File: src/rtl/strap_pkg.sv
package strap_pkg;
   localparam int CODE_W  = 4;
   localparam int CFG_W   = 8;
   localparam int BIT_TRI = 0;
   localparam int BIT_SSE = 1;
   localparam int BIT_SEL = 3;
   localparam int BIT_WID = 7;

   typedef struct packed {
      logic              wide;
      logic              use_reg;
      logic              spread;
      logic              tri_all;
      logic [CODE_W-1:0] reg_code;
   } cfg_fields_t;

   function automatic cfg_fields_t decode_cfg(input logic [CFG_W-1:0] b);
      cfg_fields_t f;
      f.wide     = b[BIT_WID];
      f.use_reg  = b[BIT_SEL];
      f.spread   = b[BIT_SSE];
      f.tri_all  = b[BIT_TRI];
      f.reg_code = {b[2], b[6], b[5], b[4]};
      return f;
   endfunction
endpackage

File: src/rtl/strap_capture.sv
module strap_capture #(
   parameter int CODE_W   = 4,
   parameter int N_SHARED = 5
) (
   input  logic              clk,
   input  logic              por_n,
   input  logic [CODE_W-1:0] strap_pin_i,
   input  logic              mode_pin_i,
   output logic [CODE_W-1:0] strap_q_o,
   output logic              mode_q_o,
   output logic              done_o,
   output logic [N_SHARED-1:0] oe_o
);
   logic done_q;

   initial begin
      if (N_SHARED < CODE_W + 1) $error("N_SHARED too small for strap set");
   end

   always_ff @(posedge clk or negedge por_n) begin
      if (!por_n) begin
         done_q    <= 1'b0;
         strap_q_o <= '0;
         mode_q_o  <= 1'b0;
      end else if (!done_q) begin
         done_q    <= 1'b1;
         strap_q_o <= strap_pin_i;
         mode_q_o  <= mode_pin_i;
      end
   end

   for (genvar g = 0; g < N_SHARED; g++) begin : g_oe
      logic oe_q;
      always_ff @(posedge clk or negedge por_n) begin
         if (!por_n) oe_q <= 1'b0;
         else        oe_q <= 1'b1;
      end
      assign oe_o[g] = oe_q;
   end

   assign done_o = done_q;

   assert_strap_hold_R2: assert property (@(posedge clk) disable iff (!por_n)
      (done_q && $past(done_q)) |-> ($stable(strap_q_o) && $stable(mode_q_o)));
   assert_oe_after_capture_R1: assert property (@(posedge clk) disable iff (!por_n)
      done_q |-> (&oe_o));
endmodule

File: src/rtl/cfg_byte_reg.sv
module cfg_byte_reg #(
   parameter int             CFG_W   = 8,
   parameter logic [CFG_W-1:0] DEFAULT = 8'h82
) (
   input  logic             clk,
   input  logic             por_n,
   input  logic             wr_en_i,
   input  logic [CFG_W-1:0] wr_data_i,
   output logic [CFG_W-1:0] q_o
);
   always_ff @(posedge clk or negedge por_n) begin
      if (!por_n)       q_o <= DEFAULT;
      else if (wr_en_i) q_o <= wr_data_i;
   end

   assert_load_R6: assert property (@(posedge clk) disable iff (!por_n)
      ($past(wr_en_i) && $past(por_n)) |-> (q_o == $past(wr_data_i)));
   assert_hold_R6: assert property (@(posedge clk) disable iff (!por_n)
      (!$past(wr_en_i) && $past(por_n)) |-> $stable(q_o));
endmodule

File: src/rtl/freq_src_mux.sv
module freq_src_mux #(
   parameter int CODE_W  = 4,
   parameter bit OUT_REG = 1'b0
) (
   input  logic              clk,
   input  logic              por_n,
   input  logic              use_reg_i,
   input  logic [CODE_W-1:0] strap_i,
   input  logic [CODE_W-1:0] reg_code_i,
   output logic [CODE_W-1:0] code_o
);
   logic [CODE_W-1:0] pick;
   assign pick = use_reg_i ? reg_code_i : strap_i;

   if (OUT_REG) begin : g_reg
      logic [CODE_W-1:0] code_q;
      always_ff @(posedge clk or negedge por_n) begin
         if (!por_n) code_q <= '0;
         else        code_q <= pick;
      end
      assign code_o = code_q;
   end else begin : g_comb
      assign code_o = pick;
   end
endmodule

File: src/rtl/strap_freq_ctrl.sv
module strap_freq_ctrl
   import strap_pkg::*;
#(
   parameter int               N_SHARED    = 5,
   parameter logic [CFG_W-1:0] CFG_DEFAULT = 8'h82,
   parameter bit               CODE_REG    = 1'b0
) (
   input  logic                clk,
   input  logic                por_n,
   input  logic [CODE_W-1:0]   strap_pin_i,
   input  logic                mode_pin_i,
   input  logic                cfg_wr_en_i,
   input  logic [CFG_W-1:0]    cfg_wr_data_i,
   output logic [N_SHARED-1:0] pin_oe_o,
   output logic [CODE_W-1:0]   freq_code_o,
   output logic [CODE_W-1:0]   strap_rb_o,
   output logic                desktop_mode_o,
   output logic                spread_en_o,
   output logic                spread_wide_o,
   output logic                tristate_o
);
   logic [CODE_W-1:0] strap_q;
   logic              mode_q;
   logic              cap_done;
   logic [CFG_W-1:0]  cfg_q;
   cfg_fields_t       cf;

   strap_capture #(.CODE_W(CODE_W), .N_SHARED(N_SHARED)) u_cap (
      .clk(clk), .por_n(por_n), .strap_pin_i(strap_pin_i), .mode_pin_i(mode_pin_i),
      .strap_q_o(strap_q), .mode_q_o(mode_q), .done_o(cap_done), .oe_o(pin_oe_o));

   cfg_byte_reg #(.CFG_W(CFG_W), .DEFAULT(CFG_DEFAULT)) u_cfg (
      .clk(clk), .por_n(por_n), .wr_en_i(cfg_wr_en_i), .wr_data_i(cfg_wr_data_i),
      .q_o(cfg_q));

   assign cf = decode_cfg(cfg_q);

   freq_src_mux #(.CODE_W(CODE_W), .OUT_REG(CODE_REG)) u_mux (
      .clk(clk), .por_n(por_n), .use_reg_i(cf.use_reg), .strap_i(strap_q),
      .reg_code_i(cf.reg_code), .code_o(freq_code_o));

   assign strap_rb_o     = ~strap_q;
   assign desktop_mode_o = mode_q;
   assign spread_en_o    = cf.spread;
   assign spread_wide_o  = cf.wide;
   assign tristate_o     = cf.tri_all;

   if (!CODE_REG) begin : g_chk
      assert_strap_src_R7: assert property (@(posedge clk) disable iff (!por_n)
         (cap_done && !cf.use_reg) |-> (freq_code_o == ~strap_rb_o));
   end
   assert_quiet_R9: assert property (@(posedge clk) disable iff (!por_n)
      (!$past(cfg_wr_en_i) && $past(por_n)) |-> ($stable(spread_en_o) && $stable(spread_wide_o)));
endmodule

File: config.mk
export PLATFORM = sky130hd
export DESIGN_NAME = strap_freq_ctrl
export DESIGN_NICKNAME = d
export VERILOG_FILES = /design/src/rtl/strap_pkg.sv /design/src/rtl/strap_capture.sv /design/src/rtl/cfg_byte_reg.sv /design/src/rtl/freq_src_mux.sv /design/src/rtl/strap_freq_ctrl.sv
export SDC_FILE = /design/constraint.sdc
export NUM_CORES = 1
export LEC_CHECK = 0
export BUFFER_PORTS_ARGS = -buffer_cell sky130_fd_sc_hd__buf_2
export CORE_MARGIN = 2
export CORE_UTILIZATION = 25
export CTS_CLUSTER_DIAMETER = 120
export DETAILED_ROUTE_END_ITERATION = 10
export SLEW_MARGIN = 10
export SYNTH_ARGS = -nofsm -noshare
export SYNTH_HDL_FRONTEND = slang
export SYNTH_SLANG_ARGS = --single-unit
File: constraint.sdc
create_clock -name clk -period 2.5 [get_ports clk]
set_clock_uncertainty 0.2 [all_clocks]
set_input_delay 0.25 -clock clk [delete_from_list [all_inputs] [get_ports clk]]
set_output_delay 0.25 -clock clk [all_outputs]
set_load 0.02 [all_outputs]
---- Yosys cells after proc, flatten, opt, wreduce, memory -nomap -nowiden ----
Cells that the tools add are included.
cells by class
  bitwise logic cells ..................... 1
  muxes and demuxes ....................... 1
operators with widths
  operator           number
  4-bit two-way mux  1
  4-bit inverter     1
word-level totals
  output and inout port bits .............. 17
  word-level logic and storage cells ...... 6
  bits in registers ....................... 14

---- Logic depth before layout (Yosys ltp) ----
  depth after elaboration ................. 1
  depth in mapped cells ................... 2
  gate-level depth less buffers ........... 1

---- Modules after synthesis ----
From an unflattened synthesis, not the netlist that was laid out.
unflattened totals
  cells, all modules ...................... 42
  area total of the unflattened synthesis .. 641.9 sq um
by module, submodules not included
  module           times used  area each (sq um)  cells each
  cfg_byte_reg     1           334.1              17
  strap_capture    1           247.7              17
  freq_src_mux     1           45.0               4
  strap_freq_ctrl  1           15.0               4

---- Least setup slack after synthesis ----
Ideal clock, no wire load.
  path type ............................... register to output
  start point ............................. reg u_cfg.q_o[3]
  end point ............................... out freq_code_o[0]
  stages on the path, launching flop included .. 2
  data required time ...................... 2.050 ns
  data arrival time ....................... 0.792 ns
  slack ................................... 1.258 ns
  buffers on the path ..................... 0
  cell sequence ........................... dfrtp_1 mux2_2
between the ends
  cells in the longest elaborated chain, start to end .. 1
RTL lines
  what                    line                   RTL
  start, declared         cfg_byte_reg.sv:9      output logic [CFG_W-1:0] q_o
  start signal, assigned  cfg_byte_reg.sv:13     else if (wr_en_i) q_o <= wr_data_i;
  4-bit two-way mux       freq_src_mux.sv:13     assign pick = use_reg_i ? reg_code_i : strap_i;
  end, declared           strap_freq_ctrl.sv:15  output logic [CODE_W-1:0] freq_code_o,
Every way passes these cells.

---- Worst setup path after layout ----
Same ends and word-level chain as after synthesis.

==> out/metrics.csv <==
metric;value;unit
status;finished clean;
Pins Over Slew Limit;0;
Via density;3.77;
count of final hold-check violations;0;
Boundary Pins;33;
drt wl/cell;10.8;um
vias;434;
Core Footprint;2450;um^2
most frequent cells in the layout;buf_2 (32), dlygate4sd3_1 (13), dfrtp_1 (12);
# diodes;0;
sequential-to-total area share from yosys stat;55.0;%
largest net degree at the start of global routing;15;
Fin Setup TNS;0;ps
initial drt markers;0;
Tcrit/Tclk final;67.7;%
first-pass GRT wire length;1.75;mm
most common cell after layout, fill and taps aside;buf_2;
Yosys warning count;0;
layout cell share with drive strength beyond 1;63.5;%
leakage power;0.482;nW
CP max FO;5;
Total Wirelength;1.24;mm
arrival time at the worst endpoint;1240;ps
FF+latch count, synth;14;
multi-input logic area;225;um^2
CTS tree;done;
drc violations;0;
vias in the first global route;405;
maxcap violations;0;
cts bufs inserted;3;
Die Ht;54.7;um
reg2reg setup slack;1290;ps
Synth Cell Area;642;um^2
Worst setup SP type;flop;
Std-Cell Rows;18;
Register Area;353;um^2
fin util;38.6;%
crit-path cells;mux2_2 > buf_2;
top post-synthesis cells by area;dfrtp_1 (47%), mux2_4 (19%), mux2_2 (16%);
post-synth cell types;8;
syn avg cell area;15.3;um^2
kind of critical path;flop to output pin;
worst stage delay on the critical path;450;ps
FF-to-FF path depth;1;
RSZ-0062 raised after global routing;no;
DP Wirelength;858;um
syn nets;58;
htree depth;1;
slowest CP cell;dfrtp_1;
fin nets;102;
design area;947;um^2
Worst-path clk slew;80;ps
worst hold slack;18.4;ps
top cell type's share of synthesized area;46.8;%
CTS Sinks;14;
Power Dens Cells;566;nW/um^2
die footprint;2990;um^2
Die Wd;54.7;um
number of fill cells;251;
hold path start;cfg_wr_data_i[2];
GPL Wtd Cong;0.664;
Clk Latency, worst-skew pair;270;ps
HP Class;primary input to flop;
post_cts resized;0;
starting density of the core;26.1;%
Setup violations, final;0;
First-pass DRT Iterations;1;
placed cells;98;
clk buf depth;2;
minimum clock period;1690;ps
CTS Root Cell;clkbuf_4;
Worst EP required;2050;ps
post-route ant nets;0;
Yosys top cell by area;dfrtp_1;
Gate Count Post-Synth;42;
Area after DPL;791;um^2
area growth from synthesis to layout;47.6;%
fmax;590;MHz
PortBufs;32;
hold path cells;2;
Worst VDD drop;0.304;mV
r2r startpoint;u_cap.g_oe[1].oe_q;
GR Overflow Total;0;
Crit. End Element;output pin;
antenna violations before repair;0;
non-filler instance count after layout;115;
Crit. Startpoint;u_cfg.q_o[3];
Total GRT Usage;8.80;%
[registers in the layout, indices dropped and copies added, names as in the netlist]
signal / flops
u_cfg.q_o: 8
u_cap.g_oe.oe_q: 1
u_cap.mode_q_o: 1
u_cap.strap_q_o: 4
[layer usage]
| metal | wire (um) | up-vias | global-route usage [%] | part of all wire, % |
|---|---|---|---|---|
| met3 | 66 | 2 | 1.91 | 5.3 |
| met4 | 16 | 0 | 7.50 | 1.3 |
| met2 | 611 | 15 | 13.5 | 49 |
| met1 | 547 | 197 | 10.3 | 44 |
| li1 | - | 220 | - | - |
| met5 | 0 | - | 0 | 0 |
[area by class of cell]
type	count	area share, %
clock buffer	4	2.77
inverter	4	1.59
multi-input combinational	18	23.8
sequential	14	37.3
tap	30	3.96
timing repair buffer	45	30.6
[cells by family (layout without fill, tap and decap cells)]
family,count (synthesis),count (layout),share of synthesized area [%]
buffers and inverters,10,53,9.94
other,1,1,0.584
muxes,17,17,34.5
DFF,14,14,55.0
[repair_timing]
item,in CTS,in global routing
hold buffers,13,0
hold endpoints to repair,26,0
buffers inserted,0,0
[worst max-delay path, delay by kind of cell (launching register included)]
family,cells,cell delay [ps]
muxes,1,360
DFF,1,450
buffers and inverters,1,160
[synthesized netlist by cell type]
cell type and n:
dfrtp_1 12, inv_1 4, conb_1 1, buf_6 1
dfstp_2 2, mux2_2 9, mux2_4 8, buf_4 5
[through the flow]
step           power (mW)  setup slack [ps]
5_1_grt             0.571               755
6_report            0.536               806
3_5_place_dp        0.399              1110
4_1_cts             0.550               786
3_3_place_gp        0.398              1120
2_1_floorplan       0.358              1260
[worst paths after layout]
kind                                       to
max                            freq_code_o[0]
max in group asynchronous        u_cfg.q_o[1]
min reg2reg                      u_cfg.q_o[2]
min                              u_cfg.q_o[2]
max reg2reg                    u_cap.mode_q_o
min in group asynchronous  u_cap.strap_q_o[0]
[report_power, final]
part / total [mW] / internal (mW) / leakage, nW / switching, mW
Clock: 0.128 / 0.0617 / 0.0150 / 0.0660
Combinational: 0.141 / 0.0752 / 0.306 / 0.0657
Sequential: 0.267 / 0.251 / 0.161 / 0.0165
Total: 0.536 / 0.388 / 0.482 / 0.148
Note: power is estimated with default switching activity, not from simulation.
